--- src/rtl/pcm_pkg.sv ---
package pcm_pkg;
  typedef enum logic {
    ST_PROFILE = 1'b0,
    ST_MONITOR = 1'b1
  } pcm_stage_e;
endpackage

--- src/rtl/pcm_line_budget.sv ---
module pcm_line_budget #(
  parameter int LINES = 16
) (
  input  logic clk,
  input  logic rst,
  input  logic clr,
  input  logic inc,
  output logic full_evt
);
  localparam int CW = $clog2(LINES + 1);
  localparam logic [CW-1:0] LAST = CW'(LINES - 1);

  logic [CW-1:0] cnt_q;

  assign full_evt = inc && (cnt_q == LAST);

  always_ff @(posedge clk) begin
    if (rst || clr) begin
      cnt_q <= '0;
    end else if (inc) begin
      if (cnt_q == LAST) cnt_q <= '0;
      else               cnt_q <= cnt_q + 1'b1;
    end
  end

  // the line count never reaches the budget value itself
  a_r2_count_bound: assert property (@(posedge clk) disable iff (rst)
    cnt_q < CW'(LINES));

  // with no promotion and no clear, the count holds
  a_r9_count_hold: assert property (@(posedge clk) disable iff (rst)
    (!inc && !clr) |=> $stable(cnt_q));
endmodule

--- src/rtl/pcm_balance_ctr.sv ---
module pcm_balance_ctr #(
  parameter int W = 8
) (
  input  logic clk,
  input  logic rst,
  input  logic load,
  input  logic en,
  input  logic up,
  input  logic dn,
  output logic ovf_evt
);
  localparam logic [W-1:0] INIT = {1'b1, {(W-1){1'b0}}};
  localparam logic [W-1:0] TOP  = {W{1'b1}};

  logic [W-1:0] bal_q;

  assign ovf_evt = en && !load && up && !dn && (bal_q == TOP);

  always_ff @(posedge clk) begin
    if (rst || load) begin
      bal_q <= INIT;
    end else if (en) begin
      if (up && !dn && bal_q != TOP)
        bal_q <= bal_q + 1'b1;
      else if (dn && !up && bal_q != '0)
        bal_q <= bal_q - 1'b1;
    end
  end

  // a decrement at zero leaves the counter at zero
  a_r6_floor: assert property (@(posedge clk) disable iff (rst)
    (en && !load && dn && !up && bal_q == '0) |=> (bal_q == '0));

  // outside monitoring the counter does not move
  a_r8_hold_idle: assert property (@(posedge clk) disable iff (rst)
    (!en && !load) |=> $stable(bal_q));

  // every load gives the midpoint value
  a_r4_reload: assert property (@(posedge clk) disable iff (rst)
    load |=> (bal_q == INIT));
endmodule

--- src/rtl/pcm_stage_ctl.sv ---
module pcm_stage_ctl
  import pcm_pkg::*;
(
  input  logic       clk,
  input  logic       rst,
  input  logic       full_evt,
  input  logic       ovf_evt,
  output pcm_stage_e stage_q,
  output logic       phase_reset_q,
  output logic       clr_prev_q
);
  always_ff @(posedge clk) begin
    if (rst) begin
      stage_q       <= ST_PROFILE;
      phase_reset_q <= 1'b0;
      clr_prev_q    <= 1'b0;
    end else begin
      phase_reset_q <= 1'b0;
      clr_prev_q    <= 1'b0;
      case (stage_q)
        ST_PROFILE: if (full_evt) begin
          stage_q    <= ST_MONITOR;
          clr_prev_q <= 1'b1;
        end
        ST_MONITOR: if (ovf_evt) begin
          stage_q       <= ST_PROFILE;
          phase_reset_q <= 1'b1;
        end
        default: stage_q <= ST_PROFILE;
      endcase
    end
  end

  logic in_mon;
  assign in_mon = (stage_q == ST_MONITOR);

  // the clear command comes with entry to monitoring and only then
  a_r3_clr_in_mon: assert property (@(posedge clk) disable iff (rst)
    clr_prev_q |-> in_mon);
  a_r3_clr_on_entry: assert property (@(posedge clk) disable iff (rst)
    $rose(in_mon) |-> clr_prev_q);
  a_r3_clr_single: assert property (@(posedge clk) disable iff (rst)
    clr_prev_q |=> !clr_prev_q);

  // a phase reset comes with the return to profiling, one cycle long
  a_r7_reset_on_exit: assert property (@(posedge clk) disable iff (rst)
    $fell(in_mon) |-> phase_reset_q);
  a_r7_reset_in_prof: assert property (@(posedge clk) disable iff (rst)
    phase_reset_q |-> !in_mon);
  a_r7_reset_single: assert property (@(posedge clk) disable iff (rst)
    phase_reset_q |=> !phase_reset_q);
endmodule

--- src/rtl/phase_monitor_top.sv ---
module phase_monitor_top
  import pcm_pkg::*;
#(
  parameter int PROMO_LINES = 16,
  parameter int BAL_W       = 8
) (
  input  logic clk,
  input  logic rst,
  input  logic br_valid,
  input  logic br_hot,
  input  logic promo_done,
  output logic stage,
  output logic phase_reset,
  output logic clr_prev_hot
);
  pcm_stage_e st;
  logic       in_prof;
  logic       in_mon;
  logic       full_evt;
  logic       ovf_evt;
  logic       pr_q;
  logic       cp_q;

  assign in_prof = (st == ST_PROFILE);
  assign in_mon  = (st == ST_MONITOR);

  pcm_line_budget #(.LINES(PROMO_LINES)) u_budget (
    .clk      (clk),
    .rst      (rst),
    .clr      (ovf_evt),
    .inc      (promo_done && in_prof),
    .full_evt (full_evt)
  );

  pcm_balance_ctr #(.W(BAL_W)) u_balance (
    .clk     (clk),
    .rst     (rst),
    .load    (full_evt),
    .en      (in_mon),
    .up      (br_valid && !br_hot),
    .dn      (br_valid && br_hot),
    .ovf_evt (ovf_evt)
  );

  pcm_stage_ctl u_ctl (
    .clk           (clk),
    .rst           (rst),
    .full_evt      (full_evt),
    .ovf_evt       (ovf_evt),
    .stage_q       (st),
    .phase_reset_q (pr_q),
    .clr_prev_q    (cp_q)
  );

  assign stage        = in_mon;
  assign phase_reset  = pr_q;
  assign clr_prev_hot = cp_q;

  // promotions while monitoring never re-trigger the clear command
  a_r9_no_clr_in_mon: assert property (@(posedge clk) disable iff (rst)
    (in_mon && promo_done) |=> !clr_prev_hot);
  // the two commands are never asserted together
  a_r1_cmds_exclusive: assert property (@(posedge clk) disable iff (rst)
    !(phase_reset && clr_prev_hot));
endmodule

--- config.mk ---
export PLATFORM = sky130hd
export DESIGN_NAME = phase_monitor_top
export DESIGN_NICKNAME = d
export VERILOG_FILES = /design/src/rtl/pcm_pkg.sv /design/src/rtl/pcm_line_budget.sv /design/src/rtl/pcm_balance_ctr.sv /design/src/rtl/pcm_stage_ctl.sv /design/src/rtl/phase_monitor_top.sv
export SDC_FILE = /design/constraint.sdc
export NUM_CORES = 1
export LEC_CHECK = 0
export ABC_AREA = 1
export BUFFER_PORTS_ARGS = -buffer_cell sky130_fd_sc_hd__buf_2
export CORE_MARGIN = 2
export CORE_UTILIZATION = 60
export CTS_CLUSTER_DIAMETER = 80
export CTS_CLUSTER_SIZE = 10
export DETAILED_ROUTE_END_ITERATION = 7
export PLACE_DENSITY = 0.77
export RECOVER_POWER = 50
export SLEW_MARGIN = 0
export SYNTH_ARGS = -nofsm -noshare
export SYNTH_HDL_FRONTEND = slang
export SYNTH_SLANG_ARGS = --single-unit
--- constraint.sdc ---
create_clock -name clk -period 3.1 [get_ports clk]
set_input_delay 0.31 -clock clk [delete_from_list [all_inputs] [get_ports clk]]
set_output_delay 0.31 -clock clk [all_outputs]
set_load 0.02 [all_outputs]
==> summary.txt, run 1 <==
Post_cts resized - 0
Routed Wire Length - 2200 um
Clk sinks - 16
Setup TNS - 0 ns
ANT nets after route - 0
RSZ-0062 raised after global routing - no
Min cycle time layout - 2.18 ns
Drt pass-1 iters - 4
Cts hold-fix bufs - 0
Leading cell types by count after synthesis - nand2_1 (47), nor2_1 (29), inv_1 (19)
CP max stage delay - 0.46 ns
Setup-failing EPs final - 0
EDFF count, synth - 0
Fin area - 0.00114 sq mm
CTS tree - built
Synth area leaders - dfxtp_1 (30%), nand2_1 (17%), nor2_1 (10%)
Hold Crit Class - primary input to register
Number of diodes - 0
Reg2Reg Setup Slack - 0.92 ns
Max FO, Critical Path - 9
Synth cell types - 23
DPL Wire Length - 1780 um
Rel. slew slack - 0.773
Die X-Extent - 46 um
CP Class - register to register
Crit path required time - 3.27 ns
Worst path bufs/invs - 1
Busiest grt layer - met2
Met3 usage - 0.0238
Root Driver - clkbuf_4
PortBufs - 7
Clock Tree Buf Depth - 2
Max stage delay cell, worst path - dfxtp_1
Area leader, netlist - dfxtp_1
Starting DRT DRC Count - 11
Met2 Use GR - 0.403
Final-report max-slew violation count - 0
Avg Cell Area, Syn - 6.49 sq um
CTS Buf Count - 3
Syn Inst Count - 163
Count leader, synth - nand2_1
Fmax - 459 MHz
Post-synthesis sequential area ratio - 0.303
Reg clk slew, reported paths - 0.10 ns
Pwr dens - 338 mW/mm^2
Worst slew pin tran - 0.340 ns
Clock Latency Late Sink - 0.28 ns
Arrival time worst endpoint - 2.35 ns
Area growth from synthesis to layout - 8.04%
Placed cell area - 0.00111 sq mm
Syn_nets - 176
Net count, final - 188
First-pass GRT wire length - 3760 um
Worst vdd rail ir drop - 0.000241 V
Gr usage total - 0.243
Place WS - 0.966 ns
Core Area - 0.00169 sq mm
Crit. End Element - register
Ports - 8
Post-synth top area share - 0.303
DRC - 0
Met1 Use GR - 0.342
Synth Warn # - 0
Clock Skews - 0.00873 ns
DR vias - 999
Ratio of cells with drive above 1 in the final layout - 0.132
Largest net degree at the start of global routing - 11
CP cell instances - nand2_1 > nor2_1 > nand2_2 > nand2_2 > ha_1 > or2_2 > nand3_1 > nand2_1 > inv_1 > nand2_1 > nand3_1 > nand2_1
Post-CTS setup repair buffer count - 0
Leakage - 0.610 nW
Final clock period utilization by the worst path - 0.702
Cell Area, Synth - 0.00106 sq mm
Ys flop type - dfxtp_1
Die area - 0.00212 sq mm
GR Overflow Total - 0
H-tree levels - 1
Outcome - completed
Async SR Flop Fraction - 0
Die H - 46 um
Max-cap violations - 0
Initial cell density of the core - 0.627
FP Rows - 15
Yosys reg bits - 16
CP dominant cell by count - nand2_1
Largest delay share family, worst path - simple AND/OR/NAND/NOR gates
Vias in the first global route - 909
GP Congestion - 0.848
Final Hold Viols - 0
Vias/cell - 5.23
Startpoint types - register
WL/cell - 11.5 um
Antenna violations before repair - 0
Setup WS post-layout - 0.924 ns
-- per-stage QoR --
stage / std cells / hold WS, ns / power, mW / util
floorplan: 163 / 0.382 / 0.244 / -
global placement: 187 / 0.444 / 0.253 / 0.660
detailed placement: 187 / 0.447 / 0.255 / 0.660
CTS: 191 / 0.212 / 0.393 / 0.681
global route: 191 / 0.223 / 0.409 / 0.677
finish: 191 / 0.226 / 0.387 / 0.677
-- area by class of cell --
| class | count | area (sq um) |
|---|---|---|
| inverter | 23 | 88.8 |
| multi-input combinational | 124 | 644 |
| timing repair buffer | 7 | 32.5 |
| tap | 17 | 21.3 |
| fill | 152 | 546 |
| sequential | 16 | 320 |
| clock buffer | 4 | 36.3 |
-- worst reg2reg max path, cell delays in order, from the launching register on --
cell and delay, ns:
dfxtp_1 0.46, nand2_1 0.08, nor2_1 0.18, nand2_2 0.08, nand2_2 0.19, ha_1 0.31
or2_2 0.31, nand3_1 0.11, nand2_1 0.08, inv_1 0.08, nand2_1 0.06, nand3_1 0.08
nand2_1 0.05
-- cells by family after synthesis --
kind of cell / count (synthesis) / synth area share
compound gates: 10 / 0.0638
xor+xnor: 2 / 0.0166
fa+ha+maj: 8 / 0.102
buf+inv: 23 / 0.0839
flops: 16 / 0.303
simple gates: 104 / 0.431
-- per-layer routing --
layer	share of wire	wire length [um]
met5	0	0
met4	0.0036	8
met3	0.015	32
met2	0.46	1020
met1	0.52	1140
-- sequential cells by signal, indices dropped and copies added (netlist names) --
signal	flops
u_balance.bal_q	8
u_budget.cnt_q	5
u_ctl.clr_prev_q	1
u_ctl.phase_reset_q	1
u_ctl.stage_q	1
-- path summary, 6_finish.rpt --
path                                                      start                               to  cells past startpoint
worst max-delay path            u_balance.bal_q[0]$_SDFFE_PP0P_  u_balance.bal_q[7]$_SDFFE_PP1P_                     12
worst min-delay path                                        rst   u_ctl.phase_reset_q$_SDFF_PP0_                      2
worst max register to register  u_balance.bal_q[0]$_SDFFE_PP0P_  u_balance.bal_q[7]$_SDFFE_PP1P_                     12
worst min register to register   u_budget.cnt_q[4]$_SDFFE_PP0N_   u_budget.cnt_q[4]$_SDFFE_PP0N_                      2
-- power by group --
part	total, mW	internal, mW	switching (mW)
Clock	0.137	0.0714	0.0660
Combinational	0.0398	0.0148	0.0250
Sequential	0.210	0.208	0.00199
-- placed cells by master (no fill, tap or decap), types with 2 or more instances in the layout --
cell type	netlist	layout
clkbuf_1	0	2
nand2_4	2	2
dfxtp_1	16	16
ha_1	7	7
nor2_1	29	30
nand4_1	2	2
o21ai_0	2	2
xor2_1	2	2
nand3b_1	2	2
nor2_2	3	2
inv_2	3	3
nand2_1	47	48
clkbuf_4	0	3
a21oi_1	4	4
buf_2	0	5
nand3_1	12	12
inv_1	19	19
nand2_2	5	4
Note: power is estimated with default switching activity, not from simulation.
==> run 2, diff against run 1 <==
Settings changed: CORE_UTILIZATION 60 to 58, PLACE_DENSITY 0.77 to 0.74.
Clock period 3.1 ns to 2.25 ns, I/O delays scaled along.
==> summary.txt, run 2 (same netlist as run 1, synthesis figures left out) <==
Outcome - completed
Worst slew pin tran - 0.333 ns (-0.00670 ns)
Switching pwr - 130 uW (+39%)
Vias in the first global route - 907 (-0.22%)
DRC - 0 (unchanged)
Worst Setup SP - u_balance.bal_q[4]$_SDFFE_PP0P_
CP dominant cell by count - nand2_1
CP max stage delay - 0.41 ns (-0.05 ns)
Max reg flops - 8 (unchanged)
Post-CTS setup repair buffer count - 0 (unchanged)
Number of diodes - 0 (unchanged)
Cts hold-fix bufs - 0 (unchanged)
Gr usage total - 0.252 (+0.00886)
CP cell instances - nand2_1 > nor2_2 > nand2_2 > nand2_4 > ha_1 > or2_2 > nand2_1 > xor2_1 > nand3_1 > nand2_1 > nor2_1
Core Area - 0.00173 sq mm (+2.2%)
Reg clk slew, reported paths - 0.09 ns (about the same)
RSZ-0062 raised after global routing - no
Clock Latency Late Sink - 0.28 ns (about the same)
Filler cells - 166 (+9.2%)
Sequential share of power - 0.579 (+0.037)
Leakage - 0.606 nW (-0.79%)
Max FO, Critical Path - 9 (unchanged)
Vias/cell - 5.07 (-3.1%)
CTS Buf Count - 3 (unchanged)
Clock Tree Buf Depth - 2 (unchanged)
DPL Wire Length - 1760 um (-1.0%)
Final clock period utilization by the worst path - 0.893 (+0.191)
Most frequent cells in the layout - nand2_1 (48), nor2_1 (29), inv_1 (19), dfxtp_1 (15), nand3_1 (12)
Setup-failing EPs final - 0 (unchanged)
Regs by FF count - u_balance.bal_q (8), u_budget.cnt_q (5)
Place WS - 0.159 ns (-0.806 ns)
Final Hold Viols - 0 (unchanged)
Starting DRT DRC Count - 19 (+8)
FP Rows - 15 (unchanged)
Net count, final - 189 (+0.53%)
Crit path required time - 2.44 ns (-0.83 ns)
WL/cell - 11.4 um (-1.1%)
Area growth from synthesis to layout - 9.10%
Worst hold start - rst
Ratio of cells with drive above 1 in the final layout - 0.138 (+0.00575)
CP Class - register to register
Fmax - 497 MHz (+8.3%)
Root Driver - clkbuf_4
Hold Path Cell Cnt - 2 (unchanged)
Die area - 0.00218 sq mm (+3.2%)
Final-report max-slew violation count - 0 (unchanged)
Hold Crit Class - primary input to register
Crit. End Element - register
GP Congestion - 0.881 (+3.9%)
Arrival time worst endpoint - 2.20 ns (-0.15 ns)
Biggest register - u_balance.bal_q
Clock Skews - 0.000658 ns (-0.00807 ns)
R2R depth - 11 (-1)
ANT nets after route - 0 (unchanged)
Die H - 46.7 um (+1.6%)
Clock power frac - 0.308 (-0.047)
Rel. slew slack - 0.778 (+0.00447)
CTS tree - built
Min cycle time layout - 2.01 ns (-0.166 ns)
Setup WS post-layout - 0.240 ns (-0.684 ns)
Post_cts resized - 0 (unchanged)
GR Overflow Total - 0 (unchanged)
Startpoint types - register
PortBufs - 7 (unchanged)
Die X-Extent - 46.7 um (+1.6%)
Worst r2r src - u_balance.bal_q[4]$_SDFFE_PP0P_
Setup TNS - 0 ns (unchanged)
Ports - 8 (unchanged)
Gate power share - 0.113 (+0.010)
Hold Crit Endpoint - u_ctl.clr_prev_q$_SDFF_PP0_
First-pass GRT wire length - 3840 um (+2.0%)
Clk sinks - 16 (unchanged)
Max-cap violations - 0 (unchanged)
Pint - 369 uW (+26%)
H-tree levels - 1 (unchanged)
Reg-to-reg critical path endpoint - u_balance.bal_q[3]$_SDFFE_PP0P_
Initial cell density of the core - 0.613 (-0.0136)
Pwr dens - 432 mW/mm^2 (+28%)
Routed Wire Length - 2270 um (+3.0%)
Drt pass-1 iters - 4 (unchanged)
DR vias - 1009 (+1.0%)
Worst vdd rail ir drop - 0.000398 V (+65%)
Switching Share - 0.260 (+0.0194)
Max stage delay cell, worst path - dfxtp_1
Commonest non-fill, non-tap cell in the layout - nand2_1
Antenna violations before repair - 0 (unchanged)
Reg2Reg Setup Slack - 0.24 ns (-0.68 ns)
Largest net degree at the start of global routing - 11 (unchanged)
run 2: cell counts in the layout (fill, tap and decap cells not counted):
Identical to the previous run, type by type.
run 2: cell type report:
class | count | area [sq um] | share of cell area
Sequential cell | 16 | 322 | 0.278
Tap cell | 25 | 31.3 | 0.0271
Clock buffer | 3 | 22.5 | 0.0195
Inverter | 23 | 88.8 | 0.0769
Multi-Input combinational cell | 124 | 652 | 0.564
Timing Repair Buffer | 8 | 38.8 | 0.0336
run 2: worst max-delay path by stage:
stage                                      endpoint  slack (ns)
detailed placement  u_balance.bal_q[3]$_SDFFE_PP0P_        0.16
global route        u_balance.bal_q[6]$_SDFFE_PP0P_        0.05
floorplan           u_balance.bal_q[3]$_SDFFE_PP0P_        0.35
finish              u_balance.bal_q[3]$_SDFFE_PP0P_        0.24
CTS                 u_balance.bal_q[3]$_SDFFE_PP0P_        0.13
global placement    u_balance.bal_q[3]$_SDFFE_PP0P_        0.25
run 2: through the flow:
step | instances | area (sq um) | total power, mW | utilization | hold slack (ns)
3_3_place_gp | 196 | 1130 | 0.349 | 0.656 | 0.432
6_report | 199 | 1150 | 0.499 | 0.669 | 0.123
5_1_grt | 199 | 1150 | 0.522 | 0.669 | 0.133
3_5_place_dp | 196 | 1130 | 0.351 | 0.656 | 0.433
2_1_floorplan | 163 | 1060 | 0.337 | - | 0.297
4_1_cts | 199 | 1150 | 0.504 | 0.669 | 0.121
run 2: power groups by stage:
stage               clock network, mW  registers, mW  logic (mW)
floorplan                           0          0.295      0.0417
global placement                    0          0.295      0.0538
detailed placement                  0          0.296      0.0550
CTS                             0.159          0.289      0.0557
global route                    0.169          0.290      0.0638
finish                          0.153          0.289      0.0564
run 2: critical path, delay by kind of cell, from the launching register on:
| kind | cells | cell delay, ns |
|---|---|---|
| flip-flops | 1 | 0.41 |
| XOR/XNOR | 1 | 0.14 |
| AND/OR/NAND/NOR | 9 | 1.07 |
| adder cells (fa/ha/maj) | 1 | 0.28 |
run 2: routing by layer:
layer  wire length (um)  GRT usage  share of wire  vias up
met2               1020      0.419           0.45       35
met4                 13     0.0500         0.0057        0
met5                  0          0              0        -
met3                164     0.0471          0.072        2
met1               1070      0.344           0.47      438
li1                   -          -              -      534
==> run 3, diff against run 2 <==
Settings changed: PLACE_DENSITY 0.74 to 0.77.
==> summary.txt, run 3 (same netlist as run 1, synthesis figures left out) <==
Outcome - completed
Filler cells - 172 (+3.6%)
Worst vdd rail ir drop - 0.000353 V (-11%)
Most frequent cells in the layout - nand2_1 (48), nor2_1 (29), inv_1 (19), dfxtp_1 (15), nand3_1 (12)
Max FO, Critical Path - 9 (unchanged)
Crit path required time - 2.46 ns (+0.02 ns)
Fmax - 479 MHz (-3.6%)
DRC - 0 (unchanged)
Setup-failing EPs final - 0 (unchanged)
First-pass GRT wire length - 3660 um (-4.7%)
DPL Wire Length - 1710 um (-3.2%)
Arrival time worst endpoint - 2.30 ns (+0.10 ns)
Leakage - 0.612 nW (+1.0%)
Post-Route Utilization - 0.674 (+0.00507)
Hold Crit Class - primary input to register
Reg clk slew, reported paths - 0.11 ns (+0.02 ns)
Starting DRT DRC Count - 29 (+10)
Regs by FF count - u_balance.bal_q (8), u_budget.cnt_q (5)
Gr usage total - 0.248 (-0.00418)
Antenna violations before repair - 0 (unchanged)
CP Class - register to register
Root Driver - clkbuf_4
DR vias - 1007 (-0.20%)
Core Area - 0.00173 sq mm (unchanged)
Area of the multi-input gates - 647 sq um (-0.77%)
Routed Wire Length - 2240 um (-1.1%)
Worst slew pin tran - 0.327 ns (-0.00570 ns)
FP Rows - 15 (unchanged)
GP Congestion - 0.884 (+0.40%)
Max-cap violations - 0 (unchanged)
Max reg flops - 8 (unchanged)
Area growth from synthesis to layout - 9.93%
Max layer used - met4
CTS tree - built
Initial cell density of the core - 0.613 (unchanged)
Cts hold-fix bufs - 0 (unchanged)
Post-CTS setup repair buffer count - 0 (unchanged)
CTS Buf Count - 3 (unchanged)
Crit. End Element - register
Clk sinks - 16 (unchanged)
H-tree levels - 1 (unchanged)
DR WL met3 - 97 um (-41%)
Rel. slew slack - 0.781 (+0.00381)
WL/cell - 11.2 um (-1.6%)
Biggest register - u_balance.bal_q
Die H - 46.7 um (unchanged)
Net count, final - 189 (unchanged)
Clock Tree Buf Depth - 2 (unchanged)
Pwr dens - 469 mW/mm^2 (+8.6%)
Met1 wire length - 1100 um (+2.3%)
Ports - 8 (unchanged)
Drt pass-1 iters - 4 (unchanged)
GR Overflow Total - 0 (unchanged)
Vias/cell - 5.04 (-0.70%)
Largest net degree at the start of global routing - 11 (unchanged)
Commonest non-fill, non-tap cell in the layout - nand2_1
Routed wire length on met2 - 1010 um (-0.98%)
ANT nets after route - 0 (unchanged)
Min cycle time layout - 2.09 ns (+0.0760 ns)
Clock Skews - 0.00532 ns (+0.00467 ns)
Final Hold Viols - 0 (unchanged)
Die area - 0.00218 sq mm (unchanged)
Vias in the first global route - 810 (-11%)
Number of diodes - 0 (unchanged)
PortBufs - 7 (unchanged)
Die X-Extent - 46.7 um (unchanged)
Startpoint types - register
Final clock period utilization by the worst path - 0.927 (+0.0338)
Final-report max-slew violation count - 0 (unchanged)
Seq. cell area - 322 sq um (unchanged)
Clock Latency Late Sink - 0.30 ns (+0.02 ns)
Final Power - 546 uW (+9.4%)
Ratio of cells with drive above 1 in the final layout - 0.143 (+0.00493)
Post_cts resized - 0 (unchanged)
## run 3: layout make-up
cell class / count / area share
clock buffer: 4 / 0.0312
inverter: 23 / 0.0763
multi-input combinational: 124 / 0.556
sequential: 16 / 0.276
tap: 25 / 0.0269
timing repair buffer: 8 / 0.0333
## run 3: final timing paths
kind	from	slack, ns	endpoint	cells after the start
setup / recovery	u_balance.bal_q[5]$_SDFFE_PP0P_	0.16	u_balance.bal_q[3]$_SDFFE_PP0P_	11
hold / removal	rst	0.12	u_ctl.clr_prev_q$_SDFF_PP0_	2
setup reg to reg	u_balance.bal_q[5]$_SDFFE_PP0P_	0.16	u_balance.bal_q[3]$_SDFFE_PP0P_	11
hold reg to reg	u_budget.cnt_q[4]$_SDFFE_PP0N_	0.46	u_budget.cnt_q[4]$_SDFFE_PP0N_	2
## run 3: critical path: stages, from the launching register on
cell and delay, ns:
dfxtp_1 0.43, nand2_1 0.09, nor2_2 0.15, nand2_2 0.08, nand2_2 0.19, ha_1 0.30, or2_2 0.31, nand2_1 0.10
xor2_1 0.15, nand3_1 0.08, nand2_1 0.08, nor2_1 0.04
## run 3: where the power goes
group / total (mW) / switching [mW] / leakage [nW] / internal [mW]
logic: 0.0546 / 0.0342 / 0.461 / 0.0204
registers: 0.289 / 0.00270 / 0.130 / 0.286
clock network: 0.202 / 0.104 / 0.0210 / 0.0987
total: 0.546 / 0.140 / 0.612 / 0.405
## run 3: metal layers
layer,GRT usage,vias up
met5,0,-
met4,0.100,0
met3,0.0588,4
met2,0.353,23
met1,0.360,449
li1,-,531
## run 3: metrics by stage
step | instance area [sq um] | TNS, ns | hold slack [ns] | cells | setup slack [ns]
floorplan | 1060 | 0 | 0.297 | 163 | 0.347
global placement | 1130 | 0 | 0.434 | 196 | 0.246
detailed placement | 1130 | 0 | 0.437 | 196 | 0.186
CTS | 1170 | 0 | 0.120 | 200 | 0.168
global route | 1160 | -0.000905 | 0.125 | 200 | -0.000905
finish | 1160 | 0 | 0.119 | 200 | 0.164
